`config.mk`:
```
export PLATFORM = sky130hd
export DESIGN_NAME = wdt_locked
export DESIGN_NICKNAME = d
export VERILOG_FILES = /design/src/rtl/wdt_pkg.sv /design/src/rtl/wdt_osc_edge.sv /design/src/rtl/wdt_regs.sv /design/src/rtl/wdt_count.sv /design/src/rtl/wdt_locked.sv
export SDC_FILE = /design/constraint.sdc
export NUM_CORES = 1
export LEC_CHECK = 0
export CORE_ASPECT_RATIO = 1.25
export CORE_MARGIN = 8
export CORE_UTILIZATION = 55
export CTS_BUF_LIST = sky130_fd_sc_hd__clkbuf_4
export DETAILED_ROUTE_END_ITERATION = 6
export GPL_ROUTABILITY_DRIVEN = 0
export GPL_TIMING_DRIVEN = 0
export HOLD_SLACK_MARGIN = 0.08
export PLACE_DENSITY = 0.76
export SLEW_MARGIN = 20
export SYNTH_ARGS = -nofsm -noshare
export SYNTH_HDL_FRONTEND = slang
export SYNTH_SLANG_ARGS = --single-unit
```
`constraint.sdc`:
```
create_clock -name clk -period 3.61 [get_ports clk]
set_input_delay 0.5415 -clock clk [delete_from_list [all_inputs] [get_ports clk]]
set_output_delay 0.5415 -clock clk [all_outputs]
set_load 0.1 [all_outputs]
```
`src/rtl/wdt_pkg.sv`:
```
package wdt_pkg;
  localparam int unsigned ADR_W = 2;
  localparam logic [ADR_W-1:0] ADR_CTRL = 2'd0;
  localparam logic [ADR_W-1:0] ADR_TOUT = 2'd1;
  localparam logic [ADR_W-1:0] ADR_CNT  = 2'd2;

  localparam int unsigned B_LOCK = 0;
  localparam int unsigned B_WP   = 1;
  localparam int unsigned B_EN   = 2;
  localparam int unsigned B_RWT  = 3;
  localparam int unsigned B_RST  = 4;
  localparam int unsigned B_RDB  = 5;
  localparam int unsigned B_SEL  = 6;
  localparam int unsigned B_EVT  = 8;

  // packed MSB first so the struct bit index equals the register bit index
  typedef struct packed {
    logic       evt;
    logic [1:0] sel;
    logic       rdbg;
    logic       rstop;
    logic       rwait;
    logic       en;
    logic       wprot;
    logic       lock;
  } ctrl_t;

  localparam ctrl_t CTRL_RST = '{evt: 1'b0, sel: 2'b00, rdbg: 1'b0, rstop: 1'b0,
                                 rwait: 1'b0, en: 1'b1, wprot: 1'b0, lock: 1'b0};
endpackage

```
`src/rtl/wdt_osc_edge.sv`:
```
module wdt_osc_edge #(
  parameter int unsigned STAGES = 2
) (
  input  logic clk,
  input  logic rst,
  input  logic osc_i,
  output logic tick_o
);
  // STAGES synchronizer flops plus one history flop for edge detection
  logic [STAGES:0] sh_q;

  always_ff @(posedge clk) begin
    if (rst) sh_q <= '0;
    else     sh_q <= {sh_q[STAGES-1:0], osc_i};
  end

  assign tick_o = sh_q[STAGES-1] & ~sh_q[STAGES];
endmodule

```
`src/rtl/wdt_regs.sv`:
```
module wdt_regs import wdt_pkg::*; #(
  parameter int unsigned    DW   = 16,
  parameter logic [DW-1:0]  SVC0 = 16'h5555,
  parameter logic [DW-1:0]  SVC1 = 16'hAAAA
) (
  input  logic             clk,
  input  logic             rst,
  input  logic             stb,
  input  logic             we,
  input  logic [ADR_W-1:0] adr,
  input  logic [DW-1:0]    wdat,
  input  logic [DW-1:0]    cnt,
  input  logic             expire,
  output logic [DW-1:0]    rdat,
  output logic             ack,
  output ctrl_t            ctrl,
  output logic [DW-1:0]    tout,
  output logic             reload_req
);
  ctrl_t         ctrl_q, ctrl_n;
  logic [DW-1:0] tout_q, rdat_q, rd_mux;
  logic          ack_q, armed_q;
  logic          acc, wr_ctrl, wr_tout, wr_cnt, svc_ok;

  assign acc     = stb & ~ack_q;
  assign wr_ctrl = acc & we & (adr == ADR_CTRL);
  assign wr_tout = acc & we & (adr == ADR_TOUT);
  assign wr_cnt  = acc & we & (adr == ADR_CNT);
  assign svc_ok  = wr_cnt & armed_q & (wdat == SVC1);

  always_comb begin
    ctrl_n = ctrl_q;
    if (wr_ctrl) begin
      ctrl_n.lock = ctrl_q.lock | wdat[B_LOCK];
      if (!ctrl_q.lock)  ctrl_n.wprot = wdat[B_WP];
      if (!ctrl_q.wprot) ctrl_n.en    = wdat[B_EN];
      if (!ctrl_q.en) begin
        ctrl_n.rwait = wdat[B_RWT];
        ctrl_n.rstop = wdat[B_RST];
        ctrl_n.rdbg  = wdat[B_RDB];
        ctrl_n.sel   = wdat[B_SEL+1:B_SEL];
      end
      if (wdat[B_EVT]) ctrl_n.evt = 1'b0;
    end
    if (svc_ok) ctrl_n.evt = 1'b0;
    if (expire) ctrl_n.evt = 1'b1;
  end

  always_comb begin
    case (adr)
      ADR_CTRL: rd_mux = DW'(ctrl_q);
      ADR_TOUT: rd_mux = tout_q;
      ADR_CNT:  rd_mux = cnt;
      default:  rd_mux = '0;
    endcase
  end

  always_ff @(posedge clk) begin
    if (rst) begin
      ctrl_q  <= CTRL_RST;
      tout_q  <= '1;
      rdat_q  <= '0;
      ack_q   <= 1'b0;
      armed_q <= 1'b0;
    end else begin
      ctrl_q <= ctrl_n;
      ack_q  <= acc;
      if (acc && !we)          rdat_q  <= rd_mux;
      if (wr_tout && !ctrl_q.en) tout_q <= wdat;
      if (wr_cnt)              armed_q <= (wdat == SVC0);
    end
  end

  assign reload_req = (ctrl_n.en & ~ctrl_q.en) | svc_ok;
  assign rdat = rdat_q;
  assign ack  = ack_q;
  assign ctrl = ctrl_q;
  assign tout = tout_q;
endmodule

```
`src/rtl/wdt_count.sv`:
```
module wdt_count #(
  parameter int unsigned DW = 16
) (
  input  logic          clk,
  input  logic          rst,
  input  logic          tick,
  input  logic          en,
  input  logic          paused,
  input  logic          reload_req,
  input  logic [DW-1:0] tout,
  output logic [DW-1:0] cnt,
  output logic          expire
);
  logic [DW-1:0] cnt_q;
  logic          pend_q, step;

  assign step   = tick & en & ~paused;
  assign expire = step & ~pend_q & (cnt_q == '0);

  always_ff @(posedge clk) begin
    if (rst) begin
      cnt_q  <= '1;
      pend_q <= 1'b1;
    end else begin
      if (step) begin
        if (pend_q || cnt_q == '0) cnt_q <= tout;
        else                       cnt_q <= cnt_q - 1'b1;
      end
      if (reload_req) pend_q <= 1'b1;
      else if (step)  pend_q <= 1'b0;
    end
  end

  assign cnt = cnt_q;
endmodule

```
`src/rtl/wdt_locked.sv`:
```
module wdt_locked import wdt_pkg::*; #(
  parameter int unsigned   DW          = 16,
  parameter int unsigned   SYNC_STAGES = 2,
  parameter logic [DW-1:0] SVC0        = 16'h5555,
  parameter logic [DW-1:0] SVC1        = 16'hAAAA
) (
  input  logic             clk,
  input  logic             rst,
  input  logic             bus_stb,
  input  logic             bus_we,
  input  logic [ADR_W-1:0] bus_adr,
  input  logic [DW-1:0]    bus_wdat,
  output logic [DW-1:0]    bus_rdat,
  output logic             bus_ack,
  input  logic             osc_i,
  input  logic             wait_i,
  input  logic             stop_i,
  input  logic             dbg_i,
  output logic             wdt_rst_o,
  output logic             wdt_irq_o
);
  ctrl_t         ctrl_w;
  logic [DW-1:0] tout_w, cnt_w;
  logic          tick_w, expire_w, reload_w, paused_w, rst_req_q;

  wdt_osc_edge #(.STAGES(SYNC_STAGES)) u_edge (
    .clk(clk), .rst(rst), .osc_i(osc_i), .tick_o(tick_w)
  );

  assign paused_w = (wait_i & ~ctrl_w.rwait) | (stop_i & ~ctrl_w.rstop) |
                    (dbg_i & ~ctrl_w.rdbg);

  wdt_regs #(.DW(DW), .SVC0(SVC0), .SVC1(SVC1)) u_regs (
    .clk(clk), .rst(rst), .stb(bus_stb), .we(bus_we), .adr(bus_adr),
    .wdat(bus_wdat), .cnt(cnt_w), .expire(expire_w), .rdat(bus_rdat),
    .ack(bus_ack), .ctrl(ctrl_w), .tout(tout_w), .reload_req(reload_w)
  );

  wdt_count #(.DW(DW)) u_cnt (
    .clk(clk), .rst(rst), .tick(tick_w), .en(ctrl_w.en), .paused(paused_w),
    .reload_req(reload_w), .tout(tout_w), .cnt(cnt_w), .expire(expire_w)
  );

  always_ff @(posedge clk) begin
    if (rst) rst_req_q <= 1'b0;
    else     rst_req_q <= expire_w & (ctrl_w.sel == 2'b00);
  end

  assign wdt_rst_o = rst_req_q;
  assign wdt_irq_o = ctrl_w.evt & (ctrl_w.sel != 2'b00);
endmodule

```
* Word-level counts from Yosys, hierarchy flattened *
Index checks and enable logic that the tools add are counted.
W data, S select, Z words.

cells by class
  bitwise operators = 31
  reduce and logical (&&, ||, !) cells = 15
  add/subtract/negate cells = 1
  muxes and demuxes = 9
  equality and inequality tests = 4

operators with widths
  kind                     number
  $pmux W16 S3             1
  $and A1 B1 Y1            18
  $eq A16 B15 Y1 const B   1
  $eq A16 B16 Y1 const B   1
  $logic_not A16 Y1        1
  $mux W16                 1
  $sub A16 B1 Y16 const B  1
  $mux W9                  1
  $not A1 Y1               9
  $reduce_and A2 Y1        3
  $reduce_bool A3 Y1       2
  $mux W1                  5
  $mux W5                  1
  $logic_not A2 Y1         2
  $or A1 B1 Y1             4
  $eq A2 B1 Y1 const B     1
  $eq A2 B2 Y1 const B     1
  $logic_and A1 B1 Y1      2
  $logic_not A1 Y1         2
  $reduce_bool A2 Y1       1
  $reduce_or A2 Y1         1
  $logic_or A1 B1 Y1       1

word-level totals
  word-level logic and storage cells = 76
  bits of input ports = 26
  output and inout port bits = 19
  register bits = 64

* Logic depth before layout (Yosys ltp) *
  depth after elaboration = 10
  gate-level depth with buffers = 9
  mapped depth without buffers = 7

* Cells and area by module *
Synthesis repeated with hierarchy kept, for this count alone.

second synthesis, totals
  cell total of the unflattened synthesis = 377
  area, all modules = 3175.5 µm²

by module, submodules not included
  module        sequential area each (µm²)  area each (µm²)  cells each  times used
  wdt_regs      860.8                       1905.6           225         1
  wdt_count     340.3                       1117.3           138         1
  wdt_osc_edge  60.1                        87.6             7           1
  wdt_locked    20.0                        65.1             7           1

* Worst setup path after synthesis *
Ideal clock, no wire load.

  path kind = register -> register
  start point = register u_regs.ack_q, in the netlist u_regs.ack
  end point = register u_regs.ctrl_q (netlist bit u_regs.ctrl[3])
  period minus slack after synthesis = 2.139 ns
  required time = 3.482 ns
  stages on the path, launching flop included = 6
  arrival time = 2.012 ns
  setup slack = 1.471 ns
  library setup time = 0.128 ns
  path buffers = 0
  path through = dfxtp_1 -> nand3b_1 -> or3_1 -> nor2_1 -> mux2i_1 -> nor2_1

on the way
  cells in the longest elaborated chain, start to end = 5

RTL lines
  element                             line            RTL
  start, declared                     wdt_regs.sv:22  logic ack_q, armed_q;
  start signal, assigned              wdt_regs.sv:63  ack_q <= 1'b0;
  start signal, assigned              wdt_regs.sv:67  ack_q <= acc;
  $not A1 Y1                          wdt_regs.sv:25  assign acc = stb & ~ack_q;
  $and A1 B1 Y1                       wdt_regs.sv:25
  $and A1 B1 Y1 (2 in a row)          wdt_regs.sv:26  assign wr_ctrl = acc & we & (adr == ADR_CTRL);
  $reduce_and A2 Y1 (no source line)  -
  end signal, assigned                wdt_regs.sv:66  ctrl_q <= ctrl_n;
  end, declared                       wdt_regs.sv:20  ctrl_t ctrl_q, ctrl_n;

No other way between the ends.
A chain may end at the register's enable or synchronous reset.

* Worst setup path after layout *
  start point = register u_regs.ctrl_q (netlist bit u_regs.ctrl[6])
  end point = output port wdt_irq_o

on the way
  cells in the longest elaborated chain, start to end = 2

RTL lines
  element             line              RTL
  $reduce_bool A2 Y1  wdt_locked.sv:50  assign wdt_irq_o = ctrl_w.evt & (ctrl_w.sel != 2'b00);
  $and A1 B1 Y1       wdt_locked.sv:50
  end, declared       wdt_locked.sv:20  output logic wdt_irq_o

No other way between the ends.

==> reports/qor.txt <==
Outcome -> finished clean
CP Data Arrival Time -> 2.13 ns
CTS root buf -> clkbuf_4
Antenna-violating nets left -> 0
Internal -> 1.09 mW
H-tree lvl count -> 3
CTS resizes -> 0
DP Area -> 3740 sq um
Mapped Cells -> 391
Post-synth EDFFs -> 0
Netlist cell types -> 57
Post-CTS Hold Buffers -> 0
Setup violators final -> 0
TNS Setup -> 0 ns
Via count -> 3280
Via-per-instance ratio -> 6.34
Max-cap check violation count -> 0
Clock skew -> 0.0130 ns
Drt first pass iters -> 7
Die height -> 101 microns
Net switching power -> 0.478 mW
Switching part of the total -> 30.5%
Post-synth ARST share -> 0%
Num rows -> 31
Yosys reg bits -> 64
Final core utilization -> 68.1%
Post-CTS Setup Bufs -> 0
Critical Path Start Type -> flip-flop
Layout net count -> 473
Tightest Hold Check Type -> flip-flop to flip-flop
Sequential fraction of the synthesis area -> 39.9%
Routed length on met3 -> 709 microns
Area Overhead vs Synth -> 21.6%
Worst Setup SP -> u_regs.ctrl[6]$_SDFFE_PP0P_
Syn nets -> 418
Largest net degree at the start of global routing -> 14
TritonCTS clock tree -> built
Worst-skew pair later-pin latency -> 0.42 ns
Buffers added on ports -> 44
Crit path required time -> 3.07 ns
Sequential share of power -> 46.7%
Worst slew margin -> 34.7%
Share of layout cells above drive strength 1 -> 5.99%
Global Route Usage Sum -> 23.4%
Synth Flop Type -> dfxtp_1
Inserted Clock Buffers -> 9
Antenna diodes -> 0
VDD IR-drop max -> 0.311 mV
Unrepaired setup endpoints after global routing -> no
Chip Width -> 84.4 microns
Top layer in use -> met4
Max Transition Viols Final -> 0
Sinks on Clock Net -> 64
Minimum clock period -> 2.68 ns
Grt ovf -> 0
Combinational Power Share -> 15.8%
Fmax -> 0.374 GHz
Reg2Reg Setup Slack -> 1.22 ns
Drt drc -> 0
CORE AREA -> 5740 sq um
Actual slew at the worst max-slew pin -> 0.977 ns
WS Path Type -> flip-flop to output pin
Critical path endpoint category -> output pin
Syn avg cell area -> 8.22 sq um
WL per Instance -> 18.8 microns
CP endpoint -> wdt_irq_o
Hpwl dp -> 7.27 mm
Final Cycle Share -> 74.1%
Leakage power -> 1.41 nW
Initial DRC count -> 223
IO Count -> 45
Worst Reg-to-Reg Cells -> 8
Power Density -> 401 nW/um^2
First-pass GRT wire length -> 15.7 mm
CP Max Fanout -> 4
Yosys warns -> 0
Clock power share -> 37.5%
Total wire length -> 9.74 mm
Worst slack at placement -> 0.888 ns
R2r startpoint -> u_cnt.cnt[0]$_SDFFE_PP1N_
Total die area -> 8560 sq um
Syn Std Cell Area -> 3210 sq um
Starting density of the core -> 56.0%
Worst r2r dst -> u_cnt.cnt[13]$_SDFFE_PP1N_
Clock-pin slew on the worst setup and hold paths -> 0.12 ns
Number of global-route vias before repair -> 3100
Detail Route met2 WL -> 4.58 mm
Setup ws final -> 0.934 ns
Wl on met1 -> 3.97 mm
CTS max path bufs -> 2
Antenna violations before repair -> 0
Final instance area -> 3910 sq um
Final Hold Violating Endpoints -> 0
power groups by stage:
stage / registers [mW] / logic [mW] / clock network, mW
3_3_place_gp: 0.748 / 0.245 / 0
3_5_place_dp: 0.749 / 0.246 / 0
4_1_cts: 0.733 / 0.247 / 0.593
5_1_grt: 0.736 / 0.260 / 0.635
2_1_floorplan: 0.839 / 0.0699 / 0
6_report: 0.733 / 0.248 / 0.588
stage by stage:
stage | hold slack [ns] | power [mW] | cells
floorplan | 0.414 | 0.908 | 391
detailed placement | 0.427 | 0.995 | 501
CTS | 0.458 | 1.57 | 517
global placement | 0.422 | 0.993 | 501
finish | 0.454 | 1.57 | 517
global route | 0.470 | 1.63 | 517
layout make-up:
class | count | area (sq um)
flip-flops and latches | 64 | 1280
repair buffers | 44 | 440
fillers | 499 | 1830
clock buffers | 9 | 67.6
multi-input cells | 293 | 1780
clock inverters | 7 | 105
well taps | 66 | 82.6
plain buffers | 31 | 140
inverters | 3 | 11.3
routing by layer:
metal	vias up	global-route usage [%]
met5	-	0
met4	0	14.3
met3	40	5.68
met2	193	38.0
met1	1507	27.3
li1	1540	-
cell usage in the layout (no fill, tap or decap), types with 10 or more instances in the layout:
cell             synthesis  routed
nor3_1                  11      11
a211oi_1                17      17
o21ai_0                 11      11
nand2_1                 34      34
clkbuf_1                25      25
nand2b_1                10      10
clkdlybuf4s50_1          0      44
dfxtp_1                 64      64
nand3b_1                20      20
nand3_1                 10      10
nor2_1                  55      55
a21oi_1                 23      23
mux2i_1                 16      16
Yosys cell counts (all sizes together), types with 6 or more instances:
cell type | instances | area (sq um)
buf | 6 | 46.3
a21oi | 23 | 115
or3 | 6 | 42.5
o21ai | 12 | 60.1
a22oi | 9 | 67.6
nand2b | 10 | 62.6
nand4 | 6 | 37.5
nor2 | 55 | 206
a211oi | 17 | 128
nand3b | 20 | 150
nand3 | 10 | 50.1
nor4 | 9 | 68.8
mux2i | 16 | 160
nand2 | 34 | 128
clkbuf | 25 | 93.8
nor3 | 11 | 55.1
nor2b | 7 | 43.8
dfxtp | 64 | 1280
cell families after synthesis:
family,share of synthesized area [%]
AOI/OAI and AO/OA,17.3
adders and majority gates,0.389
buffers and inverters,4.71
DFF,39.9
muxes,4.98
and+or+nand+nor,32.7
how the worst min path moves through the flow:
stage                                          from                         to  cells past startpoint  slack (ns)
final                     u_edge.sh_q[0]$_SDFF_PP0_  u_edge.sh_q[1]$_SDFF_PP0_                      1        0.45
after global routing      u_edge.sh_q[0]$_SDFF_PP0_  u_edge.sh_q[1]$_SDFF_PP0_                      1        0.47
after CTS                 u_edge.sh_q[0]$_SDFF_PP0_  u_edge.sh_q[1]$_SDFF_PP0_                      1        0.46
after detailed placement  u_edge.sh_q[0]$_SDFF_PP0_  u_edge.sh_q[1]$_SDFF_PP0_                      1        0.43
after global placement    u_edge.sh_q[0]$_SDFF_PP0_  u_edge.sh_q[1]$_SDFF_PP0_                      1        0.42
after floorplan           u_edge.sh_q[0]$_SDFF_PP0_  u_edge.sh_q[1]$_SDFF_PP0_                      1        0.41
critical path, cell delays in order (launching register included):
cell	delay, ns
dfxtp_1	0.44
o21a_1	0.15
clkdlybuf4s50_1	1.12
flip-flops by register name, summed over array words and instances, names as in the netlist, 3 cells and up:
| signal | count |
|---|---|
| u_cnt.cnt | 16 |
| u_edge.sh_q | 3 |
| u_regs.ctrl | 9 |
| u_regs.rdat | 16 |
| u_regs.tout | 16 |
Power figures use the tool's default switching activity.
